===== config.mk =====
export PLATFORM = sky130hd
export DESIGN_NAME = hb_gate_ctrl
export DESIGN_NICKNAME = d
export VERILOG_FILES = /design/src/rtl/hb_gate_ctrl.sv
export SDC_FILE = /design/constraint.sdc
export NUM_CORES = 1
export LEC_CHECK = 0
export BUFFER_PORTS_ARGS = -buffer_cell sky130_fd_sc_hd__buf_4
export CAP_MARGIN = 30
export CORE_ASPECT_RATIO = 0.8
export CORE_UTILIZATION = 45
export DETAILED_ROUTE_END_ITERATION = 12
export GPL_ROUTABILITY_DRIVEN = 0
export GPL_TIMING_DRIVEN = 1
export PLACE_DENSITY = 0.67
export SLEW_MARGIN = 40
export SYNTH_ARGS = -nofsm -noshare
export SYNTH_HDL_FRONTEND = slang
export SYNTH_SLANG_ARGS = --single-unit

===== constraint.sdc =====
create_clock -name clk -period 2.15 [get_ports clk]
set_input_delay 0.215 -clock clk [delete_from_list [all_inputs] [get_ports clk]]
set_output_delay 0.215 -clock clk [all_outputs]
set_load 0.005 [all_outputs]

===== src/rtl/hb_gate_ctrl.sv =====
module hb_gate_ctrl #(
  parameter int CNT_W        = 11,
  parameter int DEFAULT_DEAD = 1500
) (
  input  logic             clk,
  input  logic             wake,
  input  logic             direct_mode,
  input  logic             cmd_a,
  input  logic             cmd_b,
  input  logic [CNT_W-1:0] dead_cnt,
  input  logic             uv_supply,
  input  logic             uv_boot,
  output logic             gate_hi,
  output logic             gate_lo,
  output logic             hiz
);

  localparam logic [CNT_W-1:0] DFLT = CNT_W'(DEFAULT_DEAD);

  typedef enum logic [1:0] {S_NONE = 2'd0, S_HI = 2'd1, S_LO = 2'd2} side_t;

  side_t            side_q, side_d, pend_q, pend_d, tgt;
  logic [CNT_W-1:0] cnt_q, cnt_d;
  logic             hi_q, lo_q, hi_d, lo_d;
  logic [CNT_W-1:0] load_val;

  assign load_val = (dead_cnt == '0) ? DFLT : dead_cnt;

  always_comb begin
    if (uv_supply || cmd_a != cmd_b) tgt = S_NONE;
    else if (cmd_a)                  tgt = uv_boot ? S_NONE : S_HI;
    else                             tgt = S_LO;
  end

  always_comb begin
    side_d = side_q;
    pend_d = pend_q;
    cnt_d  = cnt_q;
    if (direct_mode) begin
      side_d = S_NONE;
      pend_d = S_NONE;
      cnt_d  = '0;
    end else if (tgt != pend_q) begin
      pend_d = tgt;
      side_d = S_NONE;
      cnt_d  = (tgt == S_NONE) ? '0 : load_val;
    end else if (pend_q != S_NONE && side_q != pend_q) begin
      if (cnt_q <= CNT_W'(1)) side_d = pend_q;
      else                    cnt_d  = cnt_q - CNT_W'(1);
    end
  end

  assign hi_d = direct_mode ? (cmd_a & ~uv_supply & ~uv_boot) : (side_d == S_HI);
  assign lo_d = direct_mode ? (cmd_b & ~uv_supply)            : (side_d == S_LO);

  always_ff @(posedge clk or negedge wake) begin
    if (!wake) begin
      side_q <= S_NONE;
      pend_q <= S_NONE;
      cnt_q  <= '0;
      hi_q   <= 1'b0;
      lo_q   <= 1'b0;
    end else begin
      side_q <= side_d;
      pend_q <= pend_d;
      cnt_q  <= cnt_d;
      hi_q   <= hi_d;
      lo_q   <= lo_d;
    end
  end

  assign gate_hi = hi_q;
  assign gate_lo = lo_q;
  assign hiz     = ~wake;

  a_r1_sleep_low: assert property (@(posedge clk)
    !wake |-> (!gate_hi && !gate_lo));

  a_r3_no_overlap: assert property (@(posedge clk) disable iff (!wake)
    (!direct_mode && !$past(direct_mode)) |-> !(gate_hi && gate_lo));

  a_r4_direct_follow: assert property (@(posedge clk) disable iff (!wake)
    ($past(direct_mode) && !$past(uv_supply) && !$past(uv_boot) && $past(wake))
      |-> (gate_hi == $past(cmd_a) && gate_lo == $past(cmd_b)));

  a_r5_fast_off_hi: assert property (@(posedge clk) disable iff (!wake)
    (!$past(direct_mode) && !($past(cmd_a) && $past(cmd_b))) |-> !gate_hi);

  a_r5_fast_off_lo: assert property (@(posedge clk) disable iff (!wake)
    (!$past(direct_mode) && ($past(cmd_a) || $past(cmd_b))) |-> !gate_lo);

  a_r7_supply_off: assert property (@(posedge clk) disable iff (!wake)
    $past(uv_supply) |-> (!gate_hi && !gate_lo));

  a_r8_boot_off: assert property (@(posedge clk) disable iff (!wake)
    $past(uv_boot) |-> !gate_hi);

  a_r2_no_instant_on: assert property (@(posedge clk) disable iff (!wake)
    (!direct_mode && !$past(direct_mode) && $rose(gate_hi)) |-> $past(!gate_hi && !gate_lo));

endmodule


==> results.md, run 1 <==
- Post-DR vias/cell: 5.76
- # fillers: 214
- Max Cap Viol: 0
- Synth top area cells: dfrtp_1 37%, o21ai_0 7.9%, nand2_1 4.6%
- Worst Hold Depth: 2
- Largest net degree at the start of global routing: 19
- Clk_lat worst skew: 0.31 ns
- Post-place setup slack: about 0.11 ns
- Synth unique cells: 39
- CP Capture Type: register
- Clock power frac: 22.6%
- Worst path required time: 2.40 ns
- Final net count: 178
- FP Rows: 15
- Final Skew: 0.0122 ns
- TritonRoute pass-1 iters: 4
- Synth top area share: 37.4%
- Proportion of synthesized chip area in sequential cells: 37.4%
- Hold Path Class: input port to register
- Routed wire per std cell: 14.8 µm
- Final-report hold violation count: 0
- Net Count, Synth: 154
- Headroom to the max-slew limit: 70.7%
- Net Sw Power: 269 µW
- Comb pwr share: a little under a third
- Cell taking the most area after synthesis: dfrtp_1
- Starting Density: 50.1%
- Run status: finished, final reports clean
- Dpl hpwl: 2120 µm
- Crit path DAT: 2.21 ns
- Yosys reg bits: 17
- Worst Slack Setup Final: 0.190 ns
- Crit Path Max Fanout: 10
- Longest Clk Path Bufs: 2
- Peak Freq: 510 MHz
- Detailed Route Iter0 Violations: 48
- Startpoint Class: register
- Leak Pwr: 0.000575 µW
- DIE WIDTH: 58.2 µm
- Die footprint: ~2700 µm²
- Resize count post-CTS: 0
- CTS sink cnt: 17
- Synth Cell Area: 1140 µm²
- DRC: 0
- Detailed Route WL: 2820 µm
- First-pass GRT wire length: 4550 µm
- Register-to-Register Setup Slack: approximately 0.19 ns
- Setup repair bufs after CTS: 0
- Setup TNS: 0 ns
- Final setup viols: 0
- FF-to-FF Start: pend_q[1]
- Hold endpoint: pend_q[1]
- Pwr Density: 584 nW/µm²
- R2R depth: 6
- Gate Count Post-Synth: 134
- Crit path kind: register to register
- Ys Warns: 0
- H-tree depth: 1
- CP max stage delay: 0.44 ns
- Antenna Cells: 0
- Chip height: 47.0 µm
- Crit share post-route: between 90% and 100%
- Unrepaired setup endpoints after global routing: no
- GRT Overall Usage: 22.8%
- I/O pin count: 21
- Gr ovfl total: 0
- Sequential share of power: a little under half
- Buffers on Ports: 20
- Initial antenna violation count: 0
- Share of cells above drive strength 1: about a fifth
- Final ANT Viol Nets: 0
- VDD IR-drop max: 0.000303 V
- Most frequent cells in the layout: 22 x buf_4, 18 x o21ai_0, 17 x dfrtp_1, 14 x nand2_1, 11 x nor2_1
- Pint: 520 µW
- Synth Area per Inst: 8.49 µm²
- Max Slew Vio Count: 0
- Vias in the first global route: 1028
- P&R area growth vs syn: 18.8%
- Clock-pin slew on the worst setup and hold paths: 0.10 ns
- Critical Path Start: pend_q[1]
- Most common cell after layout, fill and taps aside: buf_4
- Worst-path cell chain: nand2b_1 -> or3_1 -> o311a_1 -> or2_1 -> a31oi_4 -> o22a_1
- CORE AREA: between 2000 and 2500 µm²
- Slowest CP cell: dfrtp_1
- Worst Tran Pin Value: ~0.44 ns
- Minimum clock period: 1.96 ns
- Vias: 1100
- Sw Share: between 30% and 40%
- CTS tree: built
- CTS Buf Count: 3
- Root Buffer: clkbuf_4
- Hold path start: uv_supply
- Worst reg2reg path endpoint: cnt_q[8]
==> critical path, delay by kind of cell (launching register included) <==
family             cells  cell delay (ns)
AOI/OAI and AO/OA      3             0.58
DFF                    1             0.44
and+or+nand+nor        3             0.89
==> metal layers <==
layer / up-vias / GRT usage [%] / routed length, µm / part of all wire (%)
li1: 543 / - / - / -
met5: - / 0 / 0 / 0
met4: 0 / 8.57 / 27 / 0.96
met2: 37 / 34.0 / 1250 / 44
met3: 5 / 6.06 / 185 / 6.6
met1: 515 / 32.1 / 1370 / 48
==> registers in the layout, summed over array words and instances, names as in the netlist <==
signal	flops
gate_lo	1
pend_q	2
gate_hi	1
cnt_q	11
side_q	2
==> power by group through the flow <==
stage / sequential, µW / combinational [µW] / clock (µW)
after floorplan: 361 / 165 / 0
after global placement: 364 / 243 / 0
after detailed placement: 365 / 245 / 0
after CTS: 359 / 247 / 178
after global routing: 363 / 274 / 194
final: 359 / 251 / 179
==> metrics by stage <==
step / cells / area [µm²] / hold WS, ns / utilization, % / total power (µW)
after floorplan: 134 / 1140 / -0.0806 / - / 526
final: 191 / 1350 / 0.131 / 59.5 / 789
after global routing: 191 / 1350 / 0.120 / 59.5 / 831
after global placement: 186 / 1320 / 0.0931 / 57.9 / 608
after CTS: 191 / 1350 / 0.127 / 59.5 / 784
after detailed placement: 186 / 1320 / 0.0954 / 57.9 / 610
==> logic make-up (layout without fill, tap and decap cells) <==
group / count (synthesis) / after routing / share of synthesized area, %
and+or+nand+nor: 60 / 60 / 28.3
AOI/OAI and AO/OA: 41 / 41 / 23.9
DFF: 17 / 17 / 37.4
buffers and inverters: 9 / 32 / 4.29
xor gates and xnor gates: 4 / 4 / 3.08
adders and majority gates: 2 / 2 / 2.20
muxes: 1 / 1 / 0.880
==> repair_timing <==
item                                   4_1_cts  5_1_grt
endpoints found under the hold margin       17        0
setup endpoints to repair                    0        0
hold buffers                                 1        0
==> layout make-up <==
class | instances | area (µm²) | share of cell area, %
multi-input combinational | 108 | 663 | 49.1
sequential | 17 | 425 | 31.5
timing repair buffer | 23 | 175 | 13.0
tap | 34 | 42.5 | 3.15
clock buffer | 4 | 26.3 | 1.94
inverter | 5 | 18.8 | 1.39
==> synth_stat cells <==
| library cell | number |
|---|---|
| or2_2 | 1 |
| inv_1 | 5 |
| o21ai_0 | 18 |
| o311a_1 | 1 |
| a31oi_4 | 1 |
| o22a_1 | 1 |
| a22o_1 | 1 |
| a21oi_2 | 1 |
| nor3_1 | 8 |
| o31a_1 | 2 |
| o32ai_1 | 1 |
| a21oi_1 | 9 |
| nand2_1 | 14 |
| dfrtp_1 | 17 |
| nor2b_1 | 3 |
| o21a_1 | 2 |
| o2111a_1 | 1 |
| and2_1 | 2 |
| nand4b_1 | 1 |
| a31o_2 | 1 |
| xor2_1 | 1 |
| clkbuf_1 | 2 |
| nor4bb_1 | 1 |
| buf_6 | 2 |
| nor3_2 | 1 |
| or4_1 | 3 |
| ha_1 | 2 |
| nand3_1 | 2 |
| xnor2_1 | 3 |
| nand3b_2 | 1 |
| a41o_1 | 1 |
| nand2b_1 | 1 |
| or3_1 | 3 |
| and3b_1 | 1 |
| a211oi_1 | 1 |
| or2_1 | 1 |
| mux2i_1 | 1 |
| nor2_1 | 11 |
| nor4_1 | 6 |
==> worst max-delay path by stage <==
stage,end,slack (ns),depth (start not counted)
finish,cnt_q[8],0.19,6
global route,cnt_q[8],0.10,6
CTS,cnt_q[8],0.20,6
detailed placement,cnt_q[8],0.11,7
global placement,cnt_q[8],0.12,7
floorplan,cnt_q[8],0.41,8
No activity file was read; power rests on OpenSTA's default activity.
==> run 2, diff against run 1 <==
--- a/config.mk
+++ b/config.mk
@@ -5,7 +5,7 @@
 export SDC_FILE = /design/constraint.sdc
 export NUM_CORES = 1
 export LEC_CHECK = 0
-export BUFFER_PORTS_ARGS = -buffer_cell sky130_fd_sc_hd__buf_4
+export BUFFER_PORTS_ARGS = -buffer_cell sky130_fd_sc_hd__buf_2
 export CAP_MARGIN = 30
 export CORE_ASPECT_RATIO = 0.8
 export CORE_UTILIZATION = 45
==> run 2 against run 1 <==
Maximum frequency grew 2.3%. Critical endpoint is now cnt_q[7]. Non-clock buffer count increased by 1. Critical path type unchanged. Final cell count up 0.52%. Largest cell class unchanged.
==> results.md, run 2 (synthesized netlist as in run 1, its figures left out) <==
- Detailed Route WL: between 2000 and 3000 µm
- Final-report hold violation count: 0
- Max reg flops: 11
- Crit Path Max Fanout: 8
- Detailed Route Iter0 Violations: 36
- Largest net degree at the start of global routing: 19
- DIE WIDTH: roughly 58 µm
- Final setup viols: 0
- Setup repair bufs after CTS: 0
- Most frequent cells in the layout: 20 x buf_2, 18 x o21ai_0, 17 x dfrtp_1, 14 x nand2_1, 11 x nor2_1
- Headroom to the max-slew limit: 69.6%
- FP Rows: 15
- Buffers on Ports: 20
- Die footprint: 2730 µm²
- Antenna Cells: 0
- H-tree depth: 1
- CTS tree: built
- WHS: 0.148 ns
- Dpl hpwl: 2110 µm
- TritonRoute pass-1 iters: 4
- Share of cells above drive strength 1: between 20 and 25%
- First-pass GRT wire length: between 4000 and 5000 µm
- Peak Freq: 522 MHz
- Clk_lat worst skew: 0.30 ns
- Chip height: 47.0 µm
- Total power: 773 µW
- Root Buffer: clkbuf_4
- Vias: between 1000 and 1500
- Final net count: 179
- Hold Path Class: input port to register
- CTS sink cnt: 17
- Max Cap Viol: 0
- Layout Utilization: 57.6%
- DRC: 0
- Top Registers: cnt_q (11), pend_q (2), side_q (2)
- Cts hold-fix bufs: 1
- Clock-pin slew on the worst setup and hold paths: 0.10 ns
- Minimum clock period: around 1.9 ns
- Pwr Density: 591 nW/µm²
- Vias in the first global route: 921
- Unrepaired setup endpoints after global routing: no
- Comb pwr share: 31.6%
- I/O pin count: 21
- GRT Overall Usage: 22.6%
- CTS Buf Count: 3
- Final ANT Viol Nets: 0
- Finished Layout Cells: 192
- Post-DR vias/cell: 5.49
- Net Sw Power: between 200 and 300 µW
- Most common cell after layout, fill and taps aside: buf_2
- Final Skew: 0.0145 ns
- Sequential share of power: 46.3%
- Initial antenna violation count: 0
- Max Slew Vio Count: 0
- Resize count post-CTS: 0
- Longest Clk Path Bufs: 2
- P&R area growth vs syn: 15.1%
- Crit path DAT: approximately 2.1 ns
- Routed wire per std cell: 13.9 µm
- VDD IR-drop max: 0.000340 V
- CORE AREA: 2270 µm²
- Worst path required time: 2.33 ns
- Gr ovfl total: 0
- Starting Density: 50.1%
- Setup TNS: 0 ns
- Sw Share: between 30 and 40%
- Clock power frac: 22.1%
- Inst Count DP: 187
- Worst Tran Pin Value: 0.455 ns
- CP Capture Type: register
- Pint: 515 µW
- Biggest register: cnt_q
- Run status: finished, final reports clean
- Startpoint Class: register
- Crit path kind: register to register
- Crit share post-route: between 80 and 90%
- Leak Pwr: 0.000564 µW
==> run 2: changes by cell type in the layout (fill, tap and decap cells not counted), sizes merged <==
cell,previous run,this run
buf,22,23
==> run 2: final timing paths <==
path                       slack (ns)   endpoint  cells after the start        start
max                              0.23   cnt_q[7]                      6     cnt_q[1]
min                              0.15   cnt_q[9]                      3  dead_cnt[9]
max reg2reg                      0.23   cnt_q[7]                      6     cnt_q[1]
min reg2reg                      0.56  side_q[0]                      2    side_q[0]
max in group asynchronous        1.50    gate_hi                      2         wake
min in group asynchronous        0.36   cnt_q[9]                      2         wake
==> run 2: stage by stage <==
| stage | setup WS, ns | area (µm²) |
|---|---|---|
| 2_1_floorplan | 0.406 | 1140 |
| 3_3_place_gp | 0.125 | 1270 |
| 3_5_place_dp | 0.142 | 1270 |
| 4_1_cts | 0.237 | 1310 |
| 5_1_grt | 0.0628 | 1310 |
| 6_report | 0.235 | 1310 |
==> run 2: layout make-up <==
type / instances / area, µm²
well taps: 34 / 42.5
fillers: 222 / 962
multi-input cells: 108 / 663
inverters: 5 / 18.8
repair buffers: 24 / 133
flip-flops and latches: 17 / 425
clock buffers: 4 / 26.3
==> run 2: power by group through the flow <==
stage	combinational [µW]	clock [µW]	sequential (µW)
after detailed placement	240	0	365
after global placement	238	0	364
after global routing	273	193	362
after CTS	243	175	358
after floorplan	165	0	361
final	244	171	358
==> run 2: metal layers <==
metal  track usage (%)  wire, µm  vias to the layer above
met5                 0         0                        -
met4              7.14        29                        0
met3              6.34       154                        4
met2              30.6      1160                       27
met1              34.6      1320                      482
li1                  -         -                      541
==> run 2: worst max-delay path, stage by stage (launching register included) <==
cell,delay [ns]
dfrtp_1,0.39
inv_1,0.08
ha_1,0.20
o2111a_1,0.30
a21oi_2,0.37
nor2_1,0.14
o32ai_1,0.31
